==> src/rtl/ptp_stamper_pkg.sv <==
package ptp_stamper_pkg;

  localparam logic [7:0]  PRE_BYTE   = 8'h55;
  localparam logic [7:0]  SFD_BYTE   = 8'hD5;
  localparam logic [7:0]  ETH_TYPE_H = 8'h08;
  localparam logic [7:0]  ETH_TYPE_L = 8'h00;
  localparam logic [7:0]  IP_VER_IHL = 8'h45;
  localparam logic [7:0]  IP_PROTO   = 8'h11;
  localparam logic [3:0]  PTP_VER    = 4'd2;
  localparam logic [3:0]  MSG_SYNC   = 4'd0;
  localparam logic [3:0]  MSG_DREQ   = 4'd1;
  localparam int          SEQ_W      = 16;
  localparam int          TYPE_W     = 4;

  // strobes from the frame parser to the record datapath
  typedef struct packed {
    logic capture;     // sample the time on the delimiter
    logic latchType;   // keep the message type nibble
    logic latchSeqHi;  // keep the sequence high byte
    logic push;        // sequence low byte present: commit the record
  } stampStrb_t;

endpackage

==> src/rtl/ptp_stamper_ctrl.sv <==
module ptp_stamper_ctrl
  import ptp_stamper_pkg::*;
#(
  parameter logic [15:0] PTP_PORT = 16'd319
) (
  input  logic       clk,
  input  logic       rstN,
  input  logic [7:0] inData,
  input  logic       inValid,
  output stampStrb_t strb
);

  localparam int OFS_SEQ_LO_I = 73;
  localparam int CNT_W        = $clog2(OFS_SEQ_LO_I + 1);

  localparam logic [CNT_W-1:0] OFS_ETH_H  = CNT_W'(12);
  localparam logic [CNT_W-1:0] OFS_ETH_L  = CNT_W'(13);
  localparam logic [CNT_W-1:0] OFS_IPVER  = CNT_W'(14);
  localparam logic [CNT_W-1:0] OFS_PROTO  = CNT_W'(23);
  localparam logic [CNT_W-1:0] OFS_PORT_H = CNT_W'(36);
  localparam logic [CNT_W-1:0] OFS_PORT_L = CNT_W'(37);
  localparam logic [CNT_W-1:0] OFS_MSG    = CNT_W'(42);
  localparam logic [CNT_W-1:0] OFS_VER    = CNT_W'(43);
  localparam logic [CNT_W-1:0] OFS_SEQ_HI = CNT_W'(72);
  localparam logic [CNT_W-1:0] OFS_SEQ_LO = CNT_W'(OFS_SEQ_LO_I);

  typedef enum logic [1:0] {S_IDLE, S_HDR, S_DROP} parseState_t;

  parseState_t state, stateNxt;
  logic [CNT_W-1:0] byteCnt, byteCntNxt;
  logic matchOk;

  // field test for the byte at the current body offset
  always_comb begin
    matchOk = 1'b1;
    case (byteCnt)
      OFS_ETH_H:  matchOk = (inData == ETH_TYPE_H);
      OFS_ETH_L:  matchOk = (inData == ETH_TYPE_L);
      OFS_IPVER:  matchOk = (inData == IP_VER_IHL);
      OFS_PROTO:  matchOk = (inData == IP_PROTO);
      OFS_PORT_H: matchOk = (inData == PTP_PORT[15:8]);
      OFS_PORT_L: matchOk = (inData == PTP_PORT[7:0]);
      OFS_MSG:    matchOk = (inData[3:0] == MSG_SYNC) || (inData[3:0] == MSG_DREQ);
      OFS_VER:    matchOk = (inData[3:0] == PTP_VER);
      default:    matchOk = 1'b1;
    endcase
  end

  always_comb begin
    stateNxt   = state;
    byteCntNxt = byteCnt;
    strb       = '0;
    case (state)
      S_IDLE: begin
        if (inValid) begin
          if (inData == SFD_BYTE) begin
            strb.capture = 1'b1;
            byteCntNxt   = '0;
            stateNxt     = S_HDR;
          end else if (inData != PRE_BYTE) begin
            stateNxt = S_DROP;
          end
        end
      end
      S_HDR: begin
        if (!inValid) begin
          stateNxt = S_IDLE;
        end else if (!matchOk) begin
          stateNxt = S_DROP;
        end else begin
          strb.latchType  = (byteCnt == OFS_MSG);
          strb.latchSeqHi = (byteCnt == OFS_SEQ_HI);
          if (byteCnt == OFS_SEQ_LO) begin
            strb.push = 1'b1;
            stateNxt  = S_DROP;
          end
          byteCntNxt = byteCnt + 1'b1;
        end
      end
      default: begin
        if (!inValid) stateNxt = S_IDLE;
      end
    endcase
  end

  always_ff @(posedge clk) begin
    if (!rstN) begin
      state   <= S_IDLE;
      byteCnt <= '0;
    end else begin
      state   <= stateNxt;
      byteCnt <= byteCntNxt;
    end
  end


  capture_on_sfd_chk: assert property (@(posedge clk) disable iff (!rstN)
    strb.capture |-> (inValid && inData == SFD_BYTE));


  push_in_frame_chk: assert property (@(posedge clk) disable iff (!rstN)
    strb.push |-> (inValid && $past(inValid)));

endmodule

==> src/rtl/ptp_stamper_dp.sv <==
module ptp_stamper_dp
  import ptp_stamper_pkg::*;
#(
  parameter int TIME_W = 64,
  parameter int DEPTH  = 4
) (
  input  logic              clk,
  input  logic              rstN,
  input  stampStrb_t        strb,
  input  logic [TIME_W-1:0] timeNow,
  input  logic [7:0]        inData,
  input  logic              pop,
  output logic              notEmpty,
  output logic [TIME_W-1:0] outTime,
  output logic [SEQ_W-1:0]  outSeq,
  output logic [TYPE_W-1:0] outType,
  output logic              overflow
);

  localparam int ENTRY_W = TIME_W + TYPE_W + SEQ_W;
  localparam int PTR_W   = (DEPTH > 1) ? $clog2(DEPTH) : 1;
  localparam logic [PTR_W:0]   FULL_CNT = (PTR_W + 1)'(DEPTH);
  localparam logic [PTR_W-1:0] LAST_PTR = PTR_W'(DEPTH - 1);

  logic [TIME_W-1:0]  timeHold;
  logic [TYPE_W-1:0]  typeHold;
  logic [7:0]         seqHiHold;
  logic [ENTRY_W-1:0] mem [DEPTH];
  logic [PTR_W-1:0]   wrPtr, rdPtr;
  logic [PTR_W:0]     count;
  logic               full, doPush, doPop;
  logic [ENTRY_W-1:0] head;

  assign full   = (count == FULL_CNT);
  assign doPush = strb.push && !full;
  assign doPop  = pop && (count != '0);

  // speculative sample and header fields
  always_ff @(posedge clk) begin
    if (!rstN) begin
      timeHold  <= '0;
      typeHold  <= '0;
      seqHiHold <= '0;
    end else begin
      if (strb.capture)    timeHold  <= timeNow;
      if (strb.latchType)  typeHold  <= inData[TYPE_W-1:0];
      if (strb.latchSeqHi) seqHiHold <= inData;
    end
  end

  // one storage slot per queue entry
  for (genvar g = 0; g < DEPTH; g++) begin : g_slot
    always_ff @(posedge clk) begin
      if (doPush && wrPtr == PTR_W'(g))
        mem[g] <= {timeHold, typeHold, seqHiHold, inData};
    end
  end

  always_ff @(posedge clk) begin
    if (!rstN) begin
      wrPtr    <= '0;
      rdPtr    <= '0;
      count    <= '0;
      overflow <= 1'b0;
    end else begin
      if (doPush) wrPtr <= (wrPtr == LAST_PTR) ? '0 : wrPtr + 1'b1;
      if (doPop)  rdPtr <= (rdPtr == LAST_PTR) ? '0 : rdPtr + 1'b1;
      case ({doPush, doPop})
        2'b10:   count <= count + 1'b1;
        2'b01:   count <= count - 1'b1;
        default: count <= count;
      endcase
      if (strb.push && full) overflow <= 1'b1;
    end
  end

  assign head     = mem[rdPtr];
  assign notEmpty = (count != '0);
  assign outTime  = head[ENTRY_W-1 -: TIME_W];
  assign outType  = head[SEQ_W +: TYPE_W];
  assign outSeq   = head[SEQ_W-1:0];


  pop_drain_chk: assert property (@(posedge clk) disable iff (!rstN)
    (pop && notEmpty && !strb.push) |=> (count == $past(count) - 1'b1));


  push_fill_chk: assert property (@(posedge clk) disable iff (!rstN)
    strb.push |=> notEmpty);


  full_flag_chk: assert property (@(posedge clk) disable iff (!rstN)
    (strb.push && full) |=> overflow);


  overflow_sticky_chk: assert property (@(posedge clk) disable iff (!rstN)
    overflow |=> overflow);


  full_hold_chk: assert property (@(posedge clk) disable iff (!rstN)
    (strb.push && full && !pop) |=> (full && $stable(outTime) && $stable(outSeq)));

endmodule

==> src/rtl/ptp_frame_stamper.sv <==
module ptp_frame_stamper
  import ptp_stamper_pkg::*;
#(
  parameter int          TIME_W   = 64,
  parameter int          DEPTH    = 4,
  parameter logic [15:0] PTP_PORT = 16'd319
) (
  input  logic              clk,
  input  logic              rstN,
  input  logic [TIME_W-1:0] timeNow,
  input  logic [7:0]        rxDataIn,
  input  logic              rxValidIn,
  output logic [7:0]        rxDataOut,
  output logic              rxValidOut,
  input  logic [7:0]        txDataIn,
  input  logic              txValidIn,
  output logic [7:0]        txDataOut,
  output logic              txValidOut,
  input  logic              rxPop,
  output logic              rxNotEmpty,
  output logic [TIME_W-1:0] rxStampTime,
  output logic [SEQ_W-1:0]  rxSeqId,
  output logic [TYPE_W-1:0] rxMsgType,
  output logic              rxOverflow,
  input  logic              txPop,
  output logic              txNotEmpty,
  output logic [TIME_W-1:0] txStampTime,
  output logic [SEQ_W-1:0]  txSeqId,
  output logic [TYPE_W-1:0] txMsgType,
  output logic              txOverflow
);

  localparam int LANES = 2;  // lane 0 receive, lane 1 transmit

  logic [7:0]        laneData  [LANES];
  logic              laneValid [LANES];
  logic              lanePop   [LANES];
  logic              laneNe    [LANES];
  logic [TIME_W-1:0] laneTime  [LANES];
  logic [SEQ_W-1:0]  laneSeq   [LANES];
  logic [TYPE_W-1:0] laneType  [LANES];
  logic              laneOvf   [LANES];

  assign laneData[0]  = rxDataIn;
  assign laneValid[0] = rxValidIn;
  assign lanePop[0]   = rxPop;
  assign laneData[1]  = txDataIn;
  assign laneValid[1] = txValidIn;
  assign lanePop[1]   = txPop;

  // frame bytes flow through untouched
  assign rxDataOut  = rxDataIn;
  assign rxValidOut = rxValidIn;
  assign txDataOut  = txDataIn;
  assign txValidOut = txValidIn;

  for (genvar l = 0; l < LANES; l++) begin : g_lane
    stampStrb_t laneStrb;

    ptp_stamper_ctrl #(.PTP_PORT(PTP_PORT)) u_ctrl (
      .clk     (clk),
      .rstN    (rstN),
      .inData  (laneData[l]),
      .inValid (laneValid[l]),
      .strb    (laneStrb)
    );

    ptp_stamper_dp #(.TIME_W(TIME_W), .DEPTH(DEPTH)) u_dp (
      .clk      (clk),
      .rstN     (rstN),
      .strb     (laneStrb),
      .timeNow  (timeNow),
      .inData   (laneData[l]),
      .pop      (lanePop[l]),
      .notEmpty (laneNe[l]),
      .outTime  (laneTime[l]),
      .outSeq   (laneSeq[l]),
      .outType  (laneType[l]),
      .overflow (laneOvf[l])
    );
  end

  assign rxNotEmpty  = laneNe[0];
  assign rxStampTime = laneTime[0];
  assign rxSeqId     = laneSeq[0];
  assign rxMsgType   = laneType[0];
  assign rxOverflow  = laneOvf[0];
  assign txNotEmpty  = laneNe[1];
  assign txStampTime = laneTime[1];
  assign txSeqId     = laneSeq[1];
  assign txMsgType   = laneType[1];
  assign txOverflow  = laneOvf[1];

endmodule

==> config.mk <==
export PLATFORM = sky130hd
export DESIGN_NAME = ptp_frame_stamper
export DESIGN_NICKNAME = d
export VERILOG_FILES = /design/src/rtl/ptp_stamper_pkg.sv /design/src/rtl/ptp_stamper_ctrl.sv /design/src/rtl/ptp_stamper_dp.sv /design/src/rtl/ptp_frame_stamper.sv
export SDC_FILE = /design/constraint.sdc
export NUM_CORES = 1
export LEC_CHECK = 0
export BUFFER_PORTS_ARGS = -buffer_cell sky130_fd_sc_hd__buf_2
export CORE_MARGIN = 4
export CORE_UTILIZATION = 56
export CTS_CLUSTER_SIZE = 12
export DETAILED_ROUTE_END_ITERATION = 16
export PLACE_DENSITY = 0.76
export REMOVE_ABC_BUFFERS = 1
export SETUP_SLACK_MARGIN = 0.2
export SYNTH_ARGS = -nofsm -noshare
export SYNTH_HDL_FRONTEND = slang
export SYNTH_SLANG_ARGS = --single-unit
==> constraint.sdc <==
create_clock -name clk -period 13 [get_ports clk]
set_clock_uncertainty 0.05 [all_clocks]
set_input_delay 1.95 -clock clk [delete_from_list [all_inputs] [get_ports clk]]
set_output_delay 1.95 -clock clk [all_outputs]
set_load 0.05 [all_outputs]
### Yosys cells after proc, flatten, opt, wreduce, memory -nomap -nowiden

Memories as Yosys holds them, arrays and structs flattened. A register that Yosys moved wholly into a read port is not among the register bits.
Index checks and enable logic that the tools add are counted.

| cells by class | value |
|---|---|
| add/subtract/negate cells | 10 |
| equal/unequal tests | 68 |
| muxes and demuxes | 86 |
| reductions and logical operators | 42 |

Operators by type and width:

| cell | count |
|---|---|
| $mux W84 | 6 |
| $reduce_or A84 Y1 | 6 |
| $eq A7 B6 Y1 const B | 8 |
| $mux W2 | 28 |
| $mux W7 | 8 |
| $eq A7 B4 Y1 const B | 6 |
| $mux W1 | 30 |
| $eq A7 B7 Y1 const B | 4 |
| $pmux W7 S2 | 2 |
| $mux W3 | 6 |
| $eq A2 B2 Y1 const B | 8 |
| $eq A8 B1 Y1 const B | 2 |
| $eq A8 B4 Y1 const B | 2 |
| $eq A8 B5 Y1 const B | 2 |
| $eq A8 B6 Y1 const B | 2 |
| $eq A8 B7 Y1 const B | 2 |
| $eq A8 B8 Y1 const B | 2 |
| $logic_not A8 Y1 | 2 |
| $ne A8 B7 Y1 const B | 2 |
| $pmux W1 S8 | 2 |
| $add A7 B1 Y7 const B | 2 |
| $eq A7 B5 Y1 const B | 2 |
| $logic_and A1 B1 Y1 | 14 |
| $eq A2 B1 Y1 const B | 6 |
| 20 further kinds | 52 |

| storage, ports and cells | value |
|---|---|
| flip-flop bits (word level) | 186 |
| memory bits (writable) | 672 |
| output and inout port bits | 190 |
| logic and storage cells | 226 |
| memories | 2 |

Memories:

| name | depth | bits a word | rd ports | clocked after memory_dff | wr ports | line | source |
|---|---|---|---|---|---|---|---|
| g_lane[0].u_dp.mem | 4 | 84 | 1 | 1 | 1 | ptp_stamper_dp.sv:28 | `logic [ENTRY_W-1:0] mem [DEPTH];` |
| g_lane[1].u_dp.mem | 4 | 84 | 1 | 1 | 1 | ptp_stamper_dp.sv:28 |  |

### Logic depth before layout (Yosys ltp)

Gate-level depths: netlist of the first run.

| depth | value |
|---|---|
| depth in word-level cells | 14 |
| mapped depth | 13 |

### Hierarchy

Synthesis of the first run repeated with hierarchy kept, for this count alone.

| unflattened totals | value |
|---|---|
| cells, all modules | 1736 |
| area total of the unflattened synthesis | 32986.6 um^2 |

By module, submodules not included:

| module | times used | cells an instance | area an instance (um^2) | seq. area each (um^2) |
|---|---|---|---|---|
| ptp_stamper_dp | 2 | 741 | 15484.9 | 11811.3 |
| ptp_stamper_ctrl (g_lane[0].u_ctrl) | 1 | 125 | 960.9 | 180.2 |
| ptp_stamper_ctrl (g_lane[1].u_ctrl) | 1 | 111 | 920.9 | 180.2 |
| ptp_frame_stamper | 1 | 18 | 135.1 | 0.0 |

### Worst setup path before layout of the first run

OpenSTA, ideal clock, no wires.

| path | value |
|---|---|
| path kind | input-to-reg |
| start | input txValidIn |
| end | memory g_lane[1].u_dp.mem[0][0] (netlist name), enable pin |
| arrival | 5.133 ns |
| setup slack | 7.366 ns |
| cell stages on the path | 6 |
| cells stage by stage | inv_1 nor3_1 and4b_1 nand2_1 a21oi_1 and2_1 |

| on the way | value |
|---|---|
| word-level cells in the longest chain between the ends | 10 |
| elaborated cells on any way between the ends | 24 |

RTL lines:

| item | line | source |
|---|---|---|
| start, declared | ptp_frame_stamper.sv:16 | `input logic txValidIn,` |
| $mux W3 (*) | ptp_stamper_ctrl.sv:66 | `if (!inValid) begin` |
| $mux W3 (*) | ptp_stamper_ctrl.sv:53 | `case (state)` |
| $logic_and A1 B1 Y1 (*) | ptp_stamper_dp.sv:35 | `assign doPush = strb.push && !full;` |
| $logic_and A1 B1 Y1 | ptp_stamper_dp.sv:54 | `if (doPush && wrPtr == PTR_W'(g))` |
| $mux W1 | ptp_stamper_dp.sv:54 |  |
| $mux W1 (implied by the code) | ptp_stamper_dp.sv:55 | `mem[g] <= {timeHold, typeHold, seqHiHold, inData};` |
| $reduce_or A84 Y1 (no source line) | -- |  |
| $mux W2 (no source line) or $mux W1 (tied branches) (3 in series) | -- |  |
| end, declared | ptp_stamper_dp.sv:28 |  |

Mark *: on every way between the ends. The rest lies on a longest branch, timed or not.

==> results_dict.tcl, run 1 <==
set metrics [dict create \
    synth_top_cell_area_share_pct 62.5 \
    fp.dieW_um 248 \
    cp-endpoint "rxMsgType[0]" \
    clkTransAtPathRegs_ns 0.06 \
    fin_nets 2288 \
    comb_power_share_pct 1.2 \
    cts-root-buf "clkbuf_16" \
    worstSetupStartpointType "flip-flop" \
    met1_length_mm 28.3 \
    viasPerCell 5.96 \
    status "completed" \
    maxCapViolations 0 \
    fmax_ghz 0.182 \
    synth_edf_count 672 \
    p_switching_w 0.00102 \
    htree_num_levels 3 \
    swShare_pct 19.5 \
    cts.sinks 862 \
    clock_latency_ns 0.62 \
    grt_pass1_wl_mm 110 \
    post-cts-setup-buffers 0 \
    syn2layout_area_growth_pct 14.1 \
    drc 0 \
    wl_met3_mm 5.89 \
    cts_buffers 85 \
    worstSetupPathType "reg -> out" \
    grt_usage_pct 23.9 \
    finalMaxSlewViolations 0 \
    setup_viol 0 \
    synth_ff_type "edfxtp_1" \
    die_h_um 248 \
    cellLeakagePower_nw 12.1 \
    ys_types 67 \
    worstSetupEndpointType "output port" \
    fin_crit_sh_pct 42.3 \
    cts_resized 0 \
    r2r_cells 7 \
    met2WireLength_mm 37.2 \
    grt_pass1_vias 17900 \
    place_congestion 0.816 \
    routed_wl_mm 73.1 \
    yosys_warnings 0 \
    hold_path_depth 0 \
    critPathRequiredTime_ns 11.00 \
    fin_tns_setup_ns 0 \
    min_path_type "reg -> reg" \
    cts.path.max_buffers 3 \
    vias 17900 \
    row_count 87 \
    hpwl_mm 43.3 \
    hold_viol_final 0 \
    drive_above_1_share_pct 26.3 \
    async_reset_ff_share_pct 0 \
    dp_slack_ns 7.33 \
    seq_area_frac_synth_pct 74.3 \
    cts_tree "built" \
    io_pins 276 \
    worst_slack_ns 7.50 \
    yosys-top-cells-area "edfxtp_1 63%, dfxtp_1 12%, mux4_2 12%" \
    ant_nets 0 \
    synth.cell_area_um2 32300 \
    p_clk_share_pct 42.9 \
    detail_route.wl_per_cell_um 24.3 \
    syn_area_per_cell_um2 16.9 \
    min_period_ns 5.50 \
    antenna_found_initial 3 \
    worst_ep_arrival_time_ns 3.50 \
    synth_top_cell_by_area "edfxtp_1" \
    synth-seq-cells 862 \
    p_int_w 0.00423 \
    ir_drop_v 0.000111 \
    cp_max_fo 51 \
    drtIter0Drc 1550 \
    syn_inst 1915 \
    dieArea_um2 61500 \
    hold_slack_ns 0.429 \
    p_total_w 0.00525 \
    rr_startpoint "g_lane[1].u_ctrl.state[0]" \
    coreArea_um2 56700 \
    worstReg2RegEnd "g_lane[1].u_dp.mem[0][23]" \
    port_buffers 275 \
    top_layer "met4" \
    rsz0062_at_grt "false" \
    start_util_pct 56.9 \
    worst-slew-pin-transition_ns 1.21 \
    drt_first_pass_iters 5 \
    power.density_nw_per_um2 143 \
    ctsHoldBuffers 0 \
    rrSetupSlack_ns 8.70 \
    grt_overflow 0 \
    grt_max_degree 120 \
    slew_headroom_pct 19.0 \
    seqPwrFrac_pct 55.9 \
]
[final cells by class]
cell class	count	area (um^2)
sequential	862	24000
clock inverter	14	149
antenna	1	2.50
multi-input combinational	911	7700
fill	3784	19900
timing repair buffer	293	1510
tap	756	946
inverter	27	106
clock buffer	139	2390
[per-stage QoR]
stage,instance area [um^2],instances,util (%)
finish,36800,3003,64.9
detailed placement,34300,2849,60.4
CTS,36800,3002,64.9
global route,36800,3002,64.9
global placement,34300,2849,60.4
floorplan,31800,1800,-
[state kept, by name, summed over array words and instances, names as in the netlist, named ones only]
| name | cells |
|---|---|
| g_lane.u_dp.wrPtr | 4 |
| g_lane.u_ctrl.byteCnt | 14 |
| g_lane.u_dp.timeHold | 128 |
| g_lane.u_dp.overflow | 2 |
| g_lane.u_dp.mem | 672 |
| g_lane.u_dp.seqHiHold | 16 |
| g_lane.u_dp.typeHold | 8 |
| g_lane.u_dp.count | 6 |
| g_lane.u_dp.rdPtr | 4 |
| g_lane.u_ctrl.state | 4 |
[cells by family after synthesis]
logic type	after synthesis	share of synthesized area [%]
compound gates	225	3.97
simple gates	481	6.71
mux	179	12.1
buf+inv	142	1.92
flops	862	74.3
xor+xnor	4	0.109
fa+ha+maj	22	0.900
[power groups by stage]
| stage | Combinational [W] | Clock [W] | Sequential, W |
|---|---|---|---|
| finish | 0.0000640 | 0.00225 | 0.00293 |
| global route | 0.0000672 | 0.00241 | 0.00293 |
| CTS | 0.0000638 | 0.00228 | 0.00293 |
| detailed placement | 0.0000636 | 0 | 0.00299 |
| global placement | 0.0000630 | 0 | 0.00299 |
| floorplan | 0.0000123 | 0 | 0.00299 |
[per-layer routing]
layer / vias up / GRT usage [%]
met5: - / 0
met4: 0 / 6.99
met2: 797 / 40.4
met3: 106 / 4.02
li1: 7883 / -
met1: 9107 / 32.6
[placed cells by master (no fill, tap or decap), types with 6 or more instances in the layout]
master / netlist / routed
nor2b_1: 6 / 6
nor3_1: 16 / 15
nand2b_1: 6 / 6
o21ai_0: 10 / 10
nand3_1: 37 / 37
a21oi_1: 171 / 171
inv_6: 0 / 6
mux4_2: 168 / 168
clkbuf_8: 0 / 6
nor2_1: 35 / 35
clkbuf_16: 0 / 85
edfxtp_1: 672 / 672
clkbuf_1: 75 / 48
buf_4: 18 / 18
and3_1: 11 / 11
ha_1: 20 / 20
inv_1: 26 / 26
and2_4: 0 / 8
mux2i_1: 10 / 10
nand2_1: 313 / 313
buf_2: 3 / 275
dfxtp_1: 190 / 186
o31ai_1: 6 / 6
[critical path, stage by stage, from the launching register on]
cell	delay (ns)
dfxtp_4	0.33
buf_4	0.79
buf_4	0.75
mux4_2	0.68
buf_2	0.25
[synth_stat cells, drive strengths merged (11+ instances only)]
| cell type | number |
|---|---|
| nor2 | 35 |
| clkbuf | 75 |
| nand3 | 38 |
| ha | 20 |
| a21oi | 171 |
| buf | 40 |
| and3 | 12 |
| mux4 | 168 |
| inv | 27 |
| dfxtp | 190 |
| nor3 | 17 |
| o21ai | 11 |
| edfxtp | 672 |
| nand2 | 313 |
[how the worst min path moves through the flow]
stage,slack (ns),start,endpoint
6_report,0.43,g_lane[0].u_dp.timeHold[34],g_lane[0].u_dp.mem[1][54]
5_1_grt,0.46,g_lane[0].u_dp.timeHold[34],g_lane[0].u_dp.mem[3][54]
4_1_cts,0.43,g_lane[1].u_dp.timeHold[22],g_lane[1].u_dp.mem[2][42]
3_5_place_dp,0.42,g_lane[1].u_dp.rdPtr[1],flip-flop
3_3_place_gp,0.41,g_lane[0].u_dp.overflow,g_lane[0].u_dp.overflow
2_1_floorplan,0.40,g_lane[0].u_dp.typeHold[2],g_lane[0].u_dp.mem[0][18]
(Power assumes the default switching activity.)
==> run 2, diff against run 1 <==
--- a/config.mk
+++ b/config.mk
@@ -5,9 +5,10 @@
 export SDC_FILE = /design/constraint.sdc
 export NUM_CORES = 1
 export LEC_CHECK = 0
+export ABC_AREA = 1
 export BUFFER_PORTS_ARGS = -buffer_cell sky130_fd_sc_hd__buf_2
 export CORE_MARGIN = 4
-export CORE_UTILIZATION = 56
+export CORE_UTILIZATION = 54
 export CTS_CLUSTER_SIZE = 12
 export DETAILED_ROUTE_END_ITERATION = 16
 export PLACE_DENSITY = 0.76
==> constraint.sdc (replaced) <==
create_clock -name clk -period 4.5 [get_ports clk]
set_clock_uncertainty 0.05 [all_clocks]
set_input_delay 0.675 -clock clk [delete_from_list [all_inputs] [get_ports clk]]
set_output_delay 0.675 -clock clk [all_outputs]
set_load 0.05 [all_outputs]
==> results_dict.tcl, run 2 <==
set metrics [dict create \
    yosys_warnings 0 \
    finalMaxSlewViolations 0 \
    place_area_um2 35100 \
    largest_register "g_lane.u_dp.mem" \
    post-route-util_pct 62.4 \
    largest_reg_flops 672 \
    port_buffers 275 \
    place_congestion 0.924 \
    clkTransAtPathRegs_ns 0.06 \
    syn_area_per_cell_um2 11.9 \
    antenna_found_initial 3 \
    io_pins 276 \
    p_total_w 0.0174 \
    start_util_pct 54.7 \
    worst_path_max_delay_cell "clkinv_2" \
    hold_end "g_lane[0].u_dp.mem[3][5]" \
    synth-seq-cells 862 \
    synth.cell_area_um2 33200 \
    post-cts-setup-buffers 0 \
    ant_nets 0 \
    ir_drop_v 0.000335 \
    htree_num_levels 3 \
    cts.sinks 862 \
    cts_resized 0 \
    hpwl_mm 46.9 \
    drtIter0Drc 2003 \
    layoutNonFillerInstCount 3851 \
    cts-root-buf "clkbuf_16" \
    slew_headroom_pct 23.5 \
    synth_top_cell_area_share_pct 60.9 \
    maxCapViolations 0 \
    hold_viol_final 0 \
    grt_pass1_vias 22200 \
    fmax_ghz 0.259 \
    cts_tree "built" \
    synth.most_common_cell "edfxtp_1" \
    reg_top3 "g_lane.u_dp.mem: 672 flops, g_lane.u_dp.timeHold: 128 flops, g_lane.u_dp.seqHiHold: 16 flops" \
    final_common_cell "edfxtp_1" \
    grt_usage_pct 24.3 \
    worst-slew-pin-transition_ns 1.15 \
    grt_max_degree 169 \
    p_switching_w 0.00462 \
    async_reset_ff_share_pct 0 \
    synth_edf_count 672 \
    setup_viol 0 \
    p_int_w 0.0128 \
    yosys-top-cells-area "edfxtp_1 61%, dfxtp_1 11%, o21ai_0 6.4%" \
    cts.path.max_buffers 3 \
    swShare_pct 26.5 \
    synth.top_cells.by_count "672 x edfxtp_1, 559 x nor2_1, 425 x o21ai_0" \
    drc 0 \
    cts_buffers 86 \
    status "completed" \
    grt_pass1_wl_mm 125 \
    fin_nets 3099 \
    min-delay-start "rxDataIn[5]" \
    drt_first_pass_iters 5 \
    critPathRequiredTime_ns 3.77 \
    row_count 90 \
    dp_cells 3685 \
    cellLeakagePower_nw 13.2 \
    syn2layout_area_growth_pct 14.0 \
    fp.dieW_um 256 \
    rsz0062_at_grt "false" \
    r2r_cells 9 \
    rr_startpoint "g_lane[1].u_ctrl.byteCnt[1]" \
    fin_crit_sh_pct 85.8 \
    seqPwrFrac_pct 49.6 \
    syn_inst 2780 \
    dieArea_um2 65400 \
    ctsHoldBuffers 0 \
    seq_area_frac_synth_pct 72.3 \
    coreArea_um2 60600 \
    p_clk_share_pct 38.3 \
    viasPerCell 5.84 \
    worstSetupStartpointType "flip-flop" \
    synth_ff_type "edfxtp_1" \
    grt_overflow 0 \
    nFillCells 4494 \
    synth_top_cell_by_area "edfxtp_1" \
    worstSetupPathType "reg -> out" \
    cp_max_fo 49 \
    rrSetupSlack_ns 1.43 \
    worst_ep_arrival_time_ns 3.14 \
    worstSetupEndpointType "output port" \
    min_path_type "in -> reg" \
    drive_above_1_share_pct 15.5 \
    detail_route.wl_per_cell_um 21.3 \
    routed_wl_mm 82.1 \
    ys_types 36 \
    cpPeakStageDelay_ns 0.80 \
    clock_latency_ns 0.64 \
    min_period_ns 3.86 \
    power.density_nw_per_um2 461 \
    cp_cell_sequence "clkinv_2 -> buf_4 -> o21ai_0 -> o22ai_1 -> buf_2" \
    die_h_um 256 \
    final_cell_area_um2 37800 \
    worstReg2RegEnd "g_lane[1].u_dp.mem[2][64]" \
    final_cell_mix "672 x edfxtp_1, 550 x nor2_1, 425 x o21ai_0, 274 x buf_2, 186 x dfxtp_1" \
    hold_path_depth 1 \
    vias 22500 \
    comb_power_share_pct 12.2 \
]
## run 2: cell count changes in the layout (fill, tap and decap cells not counted), sizes merged, moves of 82 or more
cell	change
nor2	+532
o21ai	+431
nand2	-198
mux4	-168
o22ai	+164
inv	+96
a21oi	-82
## run 2: cell families after synthesis
group	share of synthesized area (%)
AOI/OAI and AO/OA	12.1
adders and majority gates	0.876
buffers and inverters	4.01
DFF	72.3
and+or+nand+nor	10.7
## run 2: power groups by stage
| stage | combinational [W] | clock (W) | sequential (W) |
|---|---|---|---|
| global route | 0.00226 | 0.00711 | 0.00864 |
| detailed placement | 0.00211 | 0 | 0.00880 |
| CTS | 0.00212 | 0.00675 | 0.00863 |
| global placement | 0.00207 | 0 | 0.00879 |
| finish | 0.00212 | 0.00667 | 0.00863 |
| floorplan | 0.00143 | 0 | 0.00880 |
## run 2: final cells by class
class | count | area, um^2 | area share [%]
clock buffers | 144 | 2460 | 6.51
flip-flops and latches | 862 | 24000 | 63.5
repair buffers | 308 | 1760 | 4.67
diodes | 6 | 15.0 | 0.0397
well taps | 782 | 978 | 2.59
multi-input cells | 1607 | 7910 | 20.9
inverters | 126 | 490 | 1.30
clock inverters | 16 | 165 | 0.437
## run 2: per-stage QoR
stage                      TNS, ns  setup slack, ns  hold WS (ns)
after floorplan           -1140.94            -2.55         0.394
after global placement           0             1.31         0.394
after detailed placement         0             1.22         0.402
after CTS                        0            0.538         0.203
after global routing             0            0.430         0.227
final                            0            0.638         0.234
## run 2: how the worst max path moves through the flow
stage	from	endpoint	cells past startpoint
detailed placement	flip-flop	txSeqId[7]	5
finish	flip-flop	txSeqId[14]	5
global route	flip-flop	txSeqId[14]	5
floorplan	flip-flop	rxMsgType[0]	3
global placement	flip-flop	txStampTime[3]	5
CTS	flip-flop	txSeqId[7]	5
## run 2: routing by layer
layer	up-vias	global-route usage [%]	wire [um]
met2	941	41.7	40400
met4	2	8.49	2360
met5	-	0	12
met1	11000	31.1	32200
li1	10400	-	-
met3	154	4.97	7080
## run 2: worst max-delay path, delay by kind of cell, from the launching register on
kind | cells | cell delay [ns]
AOI/OAI and AO/OA | 2 | 0.26
buffers and inverters | 3 | 1.56
DFF | 1 | 0.64
